### src/rtl/clkchip_loader.sv
module clkchip_loader #(
  parameter int WAIT_CYCLES = 64,
  parameter int DIV = 4,
  parameter int NREG = 9,
  parameter logic [NREG*28-1:0] TABLE_A = {28'h0001800, 28'h1400000, 28'h1010000,
    28'h00009D4, 28'h1540000, 28'h1540001, 28'h1540002, 28'h1540003, 28'h1540004},
  parameter logic [NREG*28-1:0] TABLE_B = {28'h0001800, 28'h1400000, 28'h1020000,
    28'h000019B, 28'h1154020, 28'h1154021, 28'h1154022, 28'h1154023, 28'h1154024}
) (
  input  logic       clk,
  input  logic       rst_n,
  input  logic       start,
  input  logic       verify,
  input  logic       sel_tbl,
  input  logic [3:0] vreg,
  input  logic       sdi,
  output logic       sclk,
  output logic       cs_n,
  output logic       mosi,
  output logic       pd_n,
  output logic       sync_n,
  output logic       busy,
  output logic       done,
  output logic       pass
);
  localparam int WW = $clog2(WAIT_CYCLES + 1);
  localparam int DW = $clog2(DIV) + 1;

  typedef enum logic [2:0] {S_IDLE, S_PD, S_UP, S_SLO, S_SHI, S_SHIFT, S_GAP} st_t;

  st_t         st;
  logic        is_rd, rd2, sel_q, ph;
  logic [3:0]  fidx;
  logic [4:0]  bitn;
  logic [31:0] sr, rx;
  logic [WW-1:0] wcnt;
  logic [DW-1:0] dcnt;

  function automatic logic [27:0] word(input logic s, input logic [3:0] i);
    word = '0;
    if (int'(i) < NREG) word = s ? TABLE_B[int'(i)*28 +: 28] : TABLE_A[int'(i)*28 +: 28];
  endfunction

  wire in_ser    = (st == S_SHIFT) || (st == S_GAP);
  wire tick      = in_ser && (dcnt == DW'(DIV - 1));
  wire wait_done = (wcnt == WW'(WAIT_CYCLES - 1));
  wire [3:0] fnext = fidx + 4'd1;

  assign busy = (st != S_IDLE);
  assign mosi = sr[0];

  always_ff @(posedge clk) begin
    if (!rst_n) begin
      st <= S_IDLE; is_rd <= 1'b0; rd2 <= 1'b0; sel_q <= 1'b0; ph <= 1'b0;
      fidx <= '0; bitn <= '0; sr <= '0; rx <= '0; wcnt <= '0; dcnt <= '0;
      sclk <= 1'b0; cs_n <= 1'b1; pd_n <= 1'b1; sync_n <= 1'b1;
      done <= 1'b0; pass <= 1'b0;
    end else begin
      done <= 1'b0;
      dcnt <= (in_ser && !tick) ? dcnt + DW'(1) : '0;
      wcnt <= (st inside {S_PD, S_UP, S_SLO, S_SHI} && !wait_done) ? wcnt + WW'(1) : '0;
      case (st)
        S_IDLE: begin
          sel_q <= sel_tbl;
          if (start) begin
            is_rd <= 1'b0; fidx <= '0; pd_n <= 1'b0; cs_n <= 1'b1; st <= S_PD;
          end else if (verify) begin
            is_rd <= 1'b1; rd2 <= 1'b0; fidx <= vreg;
            sr <= {24'd0, vreg, 4'hE}; cs_n <= 1'b0; bitn <= '0; ph <= 1'b0; st <= S_SHIFT;
          end
        end
        S_PD:  if (wait_done) begin pd_n <= 1'b1;   st <= S_UP;  end
        S_UP:  if (wait_done) begin sync_n <= 1'b0; st <= S_SLO; end
        S_SLO: if (wait_done) begin sync_n <= 1'b1; st <= S_SHI; end
        S_SHI: if (wait_done) begin
          sr <= {word(sel_q, 4'd0), 4'd0}; cs_n <= 1'b0; bitn <= '0; ph <= 1'b0; st <= S_SHIFT;
        end
        S_SHIFT: if (tick) begin
          if (!ph) begin
            sclk <= 1'b1; ph <= 1'b1;
          end else begin
            sclk <= 1'b0; ph <= 1'b0;
            rx <= {sdi, rx[31:1]};
            sr <= sr >> 1;
            bitn <= bitn + 5'd1;
            if (bitn == 5'd31) begin cs_n <= 1'b1; st <= S_GAP; end
          end
        end
        S_GAP: if (tick) begin
          if (is_rd) begin
            if (!rd2) begin
              rd2 <= 1'b1; sr <= '0; cs_n <= 1'b0; bitn <= '0; st <= S_SHIFT;
            end else begin
              done <= 1'b1;
              pass <= (int'(fidx) < NREG) && (rx[31:4] == word(sel_q, fidx));
              st <= S_IDLE;
            end
          end else if (int'(fidx) == NREG - 1) begin
            st <= S_IDLE;
          end else begin
            fidx <= fnext; sr <= {word(sel_q, fnext), fnext};
            cs_n <= 1'b0; bitn <= '0; st <= S_SHIFT;
          end
        end
        default: st <= S_IDLE;
      endcase
    end
  end

  AST_SETUP_BEFORE_RISE: assert property (@(posedge clk) disable iff (!rst_n)
    $rose(sclk) |-> $stable(mosi));
  AST_CLK_ONLY_IN_FRAME: assert property (@(posedge clk) disable iff (!rst_n)
    sclk |-> !cs_n);
  AST_IDLE_LEVELS: assert property (@(posedge clk) disable iff (!rst_n)
    !busy |-> (cs_n && pd_n && sync_n && !sclk));
  AST_READ_DATA_LOW: assert property (@(posedge clk) disable iff (!rst_n)
    (is_rd && rd2 && st == S_SHIFT) |-> !mosi);
  AST_DONE_PULSE: assert property (@(posedge clk) disable iff (!rst_n)
    done |=> !done);
  AST_FRAME_BUSY: assert property (@(posedge clk) disable iff (!rst_n)
    !cs_n |-> busy);
endmodule

### config.mk
export PLATFORM = sky130hd
export DESIGN_NAME = clkchip_loader
export DESIGN_NICKNAME = d
export VERILOG_FILES = /design/src/rtl/clkchip_loader.sv
export SDC_FILE = /design/constraint.sdc
export NUM_CORES = 1
export LEC_CHECK = 0
export BUFFER_PORTS_ARGS = -buffer_cell sky130_fd_sc_hd__clkbuf_2
export CAP_MARGIN = 20
export CORE_MARGIN = 3
export CORE_UTILIZATION = 45
export DETAILED_ROUTE_END_ITERATION = 8
export HOLD_SLACK_MARGIN = 0.05
export PLACE_DENSITY = 0.57
export SETUP_SLACK_MARGIN = 0.5
export SLEW_MARGIN = 30
export SYNTH_ARGS = -nofsm -noshare
export SYNTH_HDL_FRONTEND = slang
export SYNTH_SLANG_ARGS = --single-unit
### constraint.sdc
create_clock -name clk -period 5.3 [get_ports clk]
set_input_delay 0.265 -clock clk [delete_from_list [all_inputs] [get_ports clk]]
set_output_delay 0.265 -clock clk [all_outputs]
set_load 0.02 [all_outputs]
Word level (Yosys, flattened, before mapping)
Index checks and enable logic that the tools add are counted.
W data, S select, Z words.
{"block": "word_totals", "ff_bits": 96, "wordCells": 163, "output_inout_bits": 8, "inputBits": 10}
{"block": "op_classes", "n_mul": 2, "order_cmp": 2, "add_sub_neg": 4, "reduce_logical": 31, "muxes": 75, "eq_ne": 28, "shift": 4}
{"op": "$shiftx A252 B10 Y28 const A", "count": 2}
{"op": "$shiftx A252 B32 Y28 const A", "count": 2}
{"op": "$mux W32", "count": 9}
{"op": "$mux W28", "count": 9}
{"op": "$pmux W32 S4", "count": 1}
{"op": "$mux W5", "count": 9}
{"op": "$mux W3", "count": 13}
{"op": "$eq A28 B28 Y1", "count": 1}
{"op": "$reduce_and A9 Y1", "count": 3}
{"op": "$ne A2 B2 Y1 const B", "count": 13}
{"op": "$mux W23", "count": 1}
{"op": "$pmux W3 S7", "count": 1}
{"op": "$mux W1", "count": 20}
{"op": "$mux W4", "count": 5}
{"op": "$pmux W5 S4", "count": 1}
{"op": "$reduce_and A5 Y1", "count": 3}
{"op": "$mul A4 B3 Y7 const B", "count": 2}
{"op": "$eq A3 B2 Y1 const B", "count": 3}
{"op": "$eq A3 B3 Y1 const B", "count": 3}
{"op": "$ne A3 B3 Y1 const B", "count": 3}
{"op": "$reduce_and A3 Y1", "count": 3}
{"op": "$lt A4 B4 Y1 const B", "count": 2}
{"op": "$pmux W4 S2", "count": 1}
{"op": "$reduce_and A2 Y1", "count": 4}
{"op": "other kinds (20)", "count": 32}

Depth between registers and ports, before layout
Gate-level depths: netlist (run 1).
{"block": "logic_depth", "word_depth": 11, "ltp_mapped": 11, "depth_no_buf": 9}

Worst setup path after synthesis (run 1)
OpenSTA, ideal clock, no wires.
{"block": "synth_timing", "kind": "reg2reg", "from": "register fidx[0]", "to": "register bitn[1]", "path_stages_with_launch": 12, "period_less_slack_ns": 2.267, "path_buffers": 4, "t_required_ns": 5.177, "setup_time_ns": 0.123, "path_slack_ns": 3.033, "arrival_time_ns": 2.144, "path_cell_list": "dfxtp_1 buf_2 inv_1 ha_1 nand3b_1 o21ai_0 o21a_1 a222oi_1 buf_2 buf_6 buf_2 o21ai_0"}
{"block": "synth_via", "elab_chain_cells": 3}
{"item": "from (decl)", "line_no": "33", "rtl": "logic [3:0] fidx;"}
{"item": "from (signal assigned)", "line_no": "101", "rtl": "fidx <= fnext; sr <= {word(sel_q, fnext), fnext};"}
{"item": "$eq A4 B4 Y1", "line_no": "98", "rtl": "end else if (int'(fidx) == NREG - 1) begin"}
{"item": "$ne A3 B3 Y1 (no source line)"}
{"item": "$reduce_and A9 Y1 (no source line)"}
{"item": "to (signal assigned)", "line_no": "85", "rtl": "bitn <= bitn + 5'd1;"}
{"item": "to (decl)", "line_no": "34", "rtl": "logic [4:0] bitn;"}
Every way passes these cells.
A chain may end at the register's enable or synchronous reset.

Final worst setup path (run 1)
{"block": "layout_timing", "from": "register fidx[0]", "to": "register sr[10]"}
{"block": "layout_via", "elab_chain_cells": 9, "word_cells_on_any_way": 14, "cone_classes": "add/sub: 1; mul: 1; order compare: 1; eq/ne: 2; shift: 2; mux: 6; reduce/logical: 1"}
{"item": "$add A4 B1 Y4", "line_no": "47", "rtl": "wire [3:0] fnext = fidx + 4'd1;"}
{"item": "$mul A4 B3 Y7", "line_no": "41", "rtl": "if (int'(i) < NREG) word = s ? TABLE_B[int'(i)*28 +: 28] : TABLE_A[int'(i)*28 +: 28];"}
{"item": "$shiftx A252 B10 Y28 or $shiftx A252 B32 Y28 (tied branches)", "line_no": "41"}
{"item": "$mux W28 (2 in series)", "line_no": "41"}
{"item": "$mux W32", "line_no": "98"}
{"item": "$mux W32", "line_no": "90", "rtl": "if (is_rd) begin"}
{"item": "$mux W32", "line_no": "89", "rtl": "S_GAP: if (tick) begin"}
{"item": "$pmux W32 S4", "line_no": "62", "rtl": "case (st)"}
{"item": "to (signal assigned)", "line_no": "84", "rtl": "sr <= sr >> 1;"}
{"item": "to (signal assigned)", "line_no": "101"}
{"item": "to (decl)", "line_no": "35", "rtl": "logic [31:0] sr, rx;"}
Parallel ways exist; a longest one is shown, timed or not. The select of a mux whose other input is x is not followed.

==> results of run 1 <==
## power by group through the flow
stage,sequential [mW],combinational [mW],clock (mW)
2_1_floorplan,0.878,0.681,0
3_3_place_gp,0.957,0.721,0
3_5_place_dp,0.961,0.745,0
4_1_cts,0.946,0.745,0.548
5_1_grt,0.971,0.841,0.572
6_report,0.949,0.748,0.536
## sequential cells by signal, summed over array words and instances (netlist names)
name    cells
is_rd       1
rd2         1
fidx        4
sync_n      1
wcnt        7
sr         31
st          3
dcnt        3
done        1
pass        1
sclk        1
ph          1
cs_n        1
rx         28
pd_n        1
sel_q       1
bitn        5
## final cells by class
cell class | instances | area share
timing repair buffer | 23 | 0.0291
sequential | 91 | 0.365
clock inverter | 4 | 0.0145
clock buffer | 12 | 0.0311
tap | 133 | 0.0334
inverter | 19 | 0.0143
multi-input combinational | 445 | 0.512
## final timing paths
path	start	endpoint	depth (start not counted)	slack, ps
setup / recovery	fidx[0]	sr[10]	9	2300
hold / removal	sdi	rx[31]	3	130
setup reg to reg	fidx[0]	sr[10]	9	2300
hold reg to reg	dcnt[0]	dcnt[0]	1	430
## metrics by stage
step / instances / util / area (sq um) / hold slack, ps
after floorplan: 598 / - / 4660 / 399
after global placement: 710 / 0.479 / 4740 / 408
after detailed placement: 711 / 0.480 / 4760 / 426
after CTS: 727 / 0.503 / 4990 / 116
after global routing: 727 / 0.504 / 4990 / 150
final: 727 / 0.504 / 4990 / 128
## kinds of logic after synthesis
kind of cell / Yosys count / synth area share
AO/OA/AOI/OAI: 167 / 0.240
AND/OR/NAND/NOR: 256 / 0.258
adder cells (fa/ha/maj): 10 / 0.0269
XOR/XNOR: 10 / 0.0188
buffers and inverters: 62 / 0.0613
multiplexers: 2 / 0.00430
flip-flops: 91 / 0.391
## critical path, stage by stage, from the launching register on
cell and delay (ps):
dfxtp_1 730, inv_1 200, ha_1 270, nand3b_1 120
o21ai_0 160, o21a_1 220, a222oi_1 540, buf_12 320
nor2_1 80, a311oi_2 240
## metal layers
layer / up-vias / track usage / share of wire
li1: 2114 / - / -
met1: 1928 / 0.322 / 0.53
met2: 68 / 0.307 / 0.43
met3: 13 / 0.0234 / 0.034
met4: 0 / 0.0748 / 0.015
met5: - / 0 / 0
## cells in the final DEF (no fill, tap or decap), types with 10 or more instances in the layout
master	count
nand2_1	119
dfxtp_1	90
a21oi_1	55
nor2_1	50
o21ai_0	40
nand4_1	19
nand3_1	19
inv_1	17
clkbuf_2	17
a211oi_1	15
clkbuf_8	11
ha_1	10
==> flow_summary_export.csv, run 1 <==
group,metric,value,unit
outcome,run_status,"completed",
drt,vias,4123,
finish,areaGrowthSynthToFinish,7.15,%
finish,seqCellArea,0.00182,sq mm
pwr,p_int,1.38,mW
floorplanning,die_area,0.0116,sq mm
drt,drc_errors,0,
setup_path,start_kind,"flip-flop",
synth,synth_commonest_cells,"nand2_1 (119), dfxtp_1 (91), a21oi_1 (55)",
finish,multi_input_area,0.00256,sq mm
placement,pre_cts_ws,2390,ps
pwr,p_leak,1.73,nW
synth,synth_ff_type,"dfxtp_1",
setup_path,worstSetupPathType,"flip-flop to flip-flop",
min_path,hp-class,"input port to flip-flop",
sta,maxSlewHeadroom,0.440,
synth,synth_largest_area_cell,"dfxtp_1",
clock_network,cts_resized,0,
drt,ant_nets,0,
pwr,ir_drop,217,uV
clock_network,insertion_delay,370,ps
synth,ys_seq_area_frac,0.391,
clock_network,cts_buffers,9,
sta,period_share,0.565,
sta,setup_tns,0,ps
setup_path,critPathMaxFanout,61,
drt,wl,11700,microns
placement,portBuffers,17,
clock_network,ctsHoldBuffers,0,
setup_path,crit_arrival,3280,ps
sta,period_minus_slack,3000,ps
finish,nets,609,
sta,tightest_slew,838,ps
synth,synth_area_leaders,"dfxtp_1 (39%), nand2_1 (9.6%), a21oi_1 (5.9%)",
pwr,power_frac_comb,0.335,
synth,synth_edf_count,0,
drt,wl_per_cell,16.0,microns
sta,skew,5.85,ps
synth,synth_seq_cells,91,
drt,drt_iter0_drc,297,
finish,antenna_cells,0,
floorplanning,chipWidth,108,microns
synth,synth_area,0.00466,sq mm
clock_network,clock-sinks,91,
clock_network,post_cts_buffers,0,
clock_network,cts-root-buf,"clkbuf_8",
global_route,antenna_found_initial,0,
pwr,total_power,2.23,mW
global_route,grt_first_pass_wirelength,19600,microns
synth,ys_types,63,
finish,drive_gt1_frac,0.0943,
pwr,pwr-share-clk,0.240,
floorplanning,start_util,0.470,
floorplanning,coreArea,0.00991,sq mm
placement,dpl.hpwl,7980,microns
floorplanning,die_y,108,microns
floorplanning,rows,36,
synth,synth_most_common_cell,"nand2_1",
pwr,switchingPower,0.858,mW
global_route,grt.total_usage,0.212,
clock_network,clk_pin_slew,90,ps
drt,drt_first_pass_iters,5,
pwr,p_per_area,448,mW/mm^2
drt,vias_per_cell,5.67,
flow_run,drv_cap,0,
clock_network,cts.path.max_buffers,2,
synth,synthCells,598,
synth,synth.top_cell.area_share,0.391,
synth,syn_area_per_cell,7.79,sq um
sta,setup_viol,0,
global_route,grt_max_degree,62,
synth,ys_async_sr_fraction,0,
sta,fmaxAchievable,0.334,GHz
clock_network,h-tree-depth,3,
global_route,grt_pass1_vias,3804,
floorplanning,ioPinCount,18,
placement,gp_congestion,0.928,
setup_path,cp.required,5580,ps
synth,yosys_warnings,0,
sta,rsz0062_at_grt,"false",
pwr,seqPwrFrac,0.425,
setup_path,cp-end-kind,"flip-flop",
global_route,grt_overflow,0,
synth,syn-num-nets,618,
pwr,switching_share,0.384,
finish,fill_cells,1006,
sta,finalWorstSetupSlack,2300,ps
sta,final_hold_viol_count,0,
sta,slew_viol_final,0,
clock_network,cts_tree,"yes",
Power figures use the tool's default switching activity.
==> run 2: changes to the inputs <==
- PLACE_DENSITY: 0.57 -> 0.59
- clock period: 5.3 -> 2.7 ns (I/O delays scaled with it)
==> flow_summary_export.csv, run 2 (synthesis results as in run 1) <==
group,metric,value,unit
pwr,p_per_area,891,mW/mm^2
floorplanning,start_util,0.470,
finish,regMostFlops,"sr",
drt,wl_per_cell,16.3,microns
drt,wl,12300,microns
pwr,ir_drop,672,uV
clock_network,cts.path.max_buffers,2,
pwr,p_leak,1.91,nW
floorplanning,rows,36,
global_route,antenna_found_initial,0,
setup_path,crit_arrival,2430,ps
setup_path,critPathMaxFanout,15,
sta,maxSlewHeadroom,0.667,
floorplanning,ioPinCount,18,
outcome,run_status,"completed",
sta,period_share,0.800,
sta,setup_tns,0,ps
floorplanning,chipWidth,108,microns
global_route,grt_pass1_vias,4029,
drt,vias,4384,
pwr,total_power,4.74,mW
clock_network,cts_tree,"yes",
setup_path,start_kind,"flip-flop",
sta,tightest_slew,499,ps
sta,slew_viol_final,0,
sta,period_minus_slack,2160,ps
sta,final_hold_viol_count,0,
drt,drt_first_pass_iters,5,
clock_network,cts-root-buf,"clkbuf_8",
drt,ant_nets,0,
flow_run,drv_cap,0,
global_route,grt_max_degree,32,
sta,fmaxAchievable,0.463,GHz
clock_network,clock-sinks,91,
setup_path,cp.required,2970,ps
min_path,hp-class,"input port to flip-flop",
finish,mostFrequentLayoutCell,"nand2_1",
placement,gp_congestion,0.867,
global_route,grt_first_pass_wirelength,20200,microns
placement,pre_cts_ws,285,ps
sta,setup_viol,0,
setup_path,r2r_slack,540,ps
finish,most-common-layout-cells,"nand2_1 (119), dfxtp_1 (85), a21oi_1 (55), nor2_1 (50), o21ai_0 (37)",
sta,rsz0062_at_grt,"true",
setup_path,worstSetupPathType,"flip-flop to flip-flop",
clock_network,clk_pin_slew,90,ps
drt,drc_errors,0,
clock_network,insertion_delay,380,ps
floorplanning,die_area,0.0116,sq mm
finish,fill_cells,969,
floorplanning,coreArea,0.00991,sq mm
finish,drive_gt1_frac,0.159,
sta,skew,14.8,ps
clock_network,cts_buffers,9,
placement,portBuffers,17,
setup_path,cp-end-kind,"flip-flop",
floorplanning,die_y,108,microns
finish,areaGrowthSynthToFinish,14.3,%
drt,vias_per_cell,5.81,
global_route,grt.total_usage,0.219,
clock_network,h-tree-depth,3,
drt,drt_iter0_drc,387,
finish,top_regs,"sr x31, rx x28, wcnt x7",
global_route,grt_overflow,0,
finish,largest_register_ffs,31,
placement,dpl.hpwl,8230,microns
sta,finalWorstSetupSlack,539,ps
finish,nets,637,
finish,antenna_cells,0,
## run 2: cell count changes in the layout (fill, tap and decap cells not counted), moves of 3 or more
cell | previous run | this run
buf_4 | 4 | 26
dfxtp_1 | 90 | 85
dfxtp_2 | 1 | 5
ha_1 | 10 | 7
o21ai_0 | 40 | 37
## run 2: final cells by class
| type | instances | area, sq um | share of cell area |
|---|---|---|---|
| clock buffer | 13 | 159 | 0.0299 |
| timing repair buffer | 51 | 422 | 0.0792 |
| inverter | 19 | 71.3 | 0.0134 |
| tap | 133 | 166 | 0.0313 |
| multi-input combinational | 445 | 2640 | 0.496 |
| sequential | 91 | 1830 | 0.344 |
| clock inverter | 2 | 35.0 | 0.00658 |
## run 2: power by group
| group | internal [mW] | leakage, nW | switching [mW] |
|---|---|---|---|
| registers | 1.57 | 0.742 | 0.177 |
| clock network | 0.473 | 0.0995 | 0.465 |
| logic | 0.864 | 1.06 | 1.19 |
| total | 2.91 | 1.91 | 1.83 |
## run 2: final timing paths
| path | from | to | cells after the start |
|---|---|---|---|
| hold reg to reg | dcnt[0] | dcnt[0] | 1 |
| setup / recovery | fidx[0] | sr[15] | 10 |
| hold / removal | vreg[3] | sr[7] | 3 |
| setup reg to reg | fidx[0] | sr[15] | 10 |
## run 2: per-stage QoR
| step | hold slack (ps) | area [sq um] | std cells | utilization |
|---|---|---|---|---|
| after global placement | 374 | 4870 | 726 | 0.491 |
| final | 94.4 | 5320 | 754 | 0.537 |
| after floorplan | 271 | 4660 | 598 | - |
| after detailed placement | 374 | 4870 | 726 | 0.491 |
| after CTS | 60.2 | 5150 | 746 | 0.520 |
| after global routing | 72.5 | 5320 | 754 | 0.537 |
## run 2: critical path, stage by stage (launching register included)
cell and delay [ps]:
dfxtp_2 340, inv_2 60, ha_4 160, nand3b_1 140, o21ai_2 100, o21a_1 180, a222oi_1 360, buf_4 280
clkbuf_16 200, nand4_1 90, o211a_1 140
## run 2: layer usage
| layer | track usage | wire length [microns] | vias to the layer above |
|---|---|---|---|
| li1 | - | - | 2164 |
| met5 | 0 | 0 | - |
| met1 | 0.312 | 5800 | 2046 |
| met2 | 0.320 | 5360 | 150 |
| met3 | 0.0618 | 877 | 24 |
| met4 | 0.0694 | 223 | 0 |
## run 2: what timing repair did
| item | 4_1_cts | 5_1_grt |
|---|---|---|
| hold endpoints to repair | 2 | 0 |
| hold buffers | 2 | 0 |
| endpoints found under the setup margin | 53 | 69 |
| buffers inserted | 2 | 6 |
| gates resized for setup | 6 | 24 |
| pin swaps | 1 | 16 |
| gates cloned | 1 | 2 |
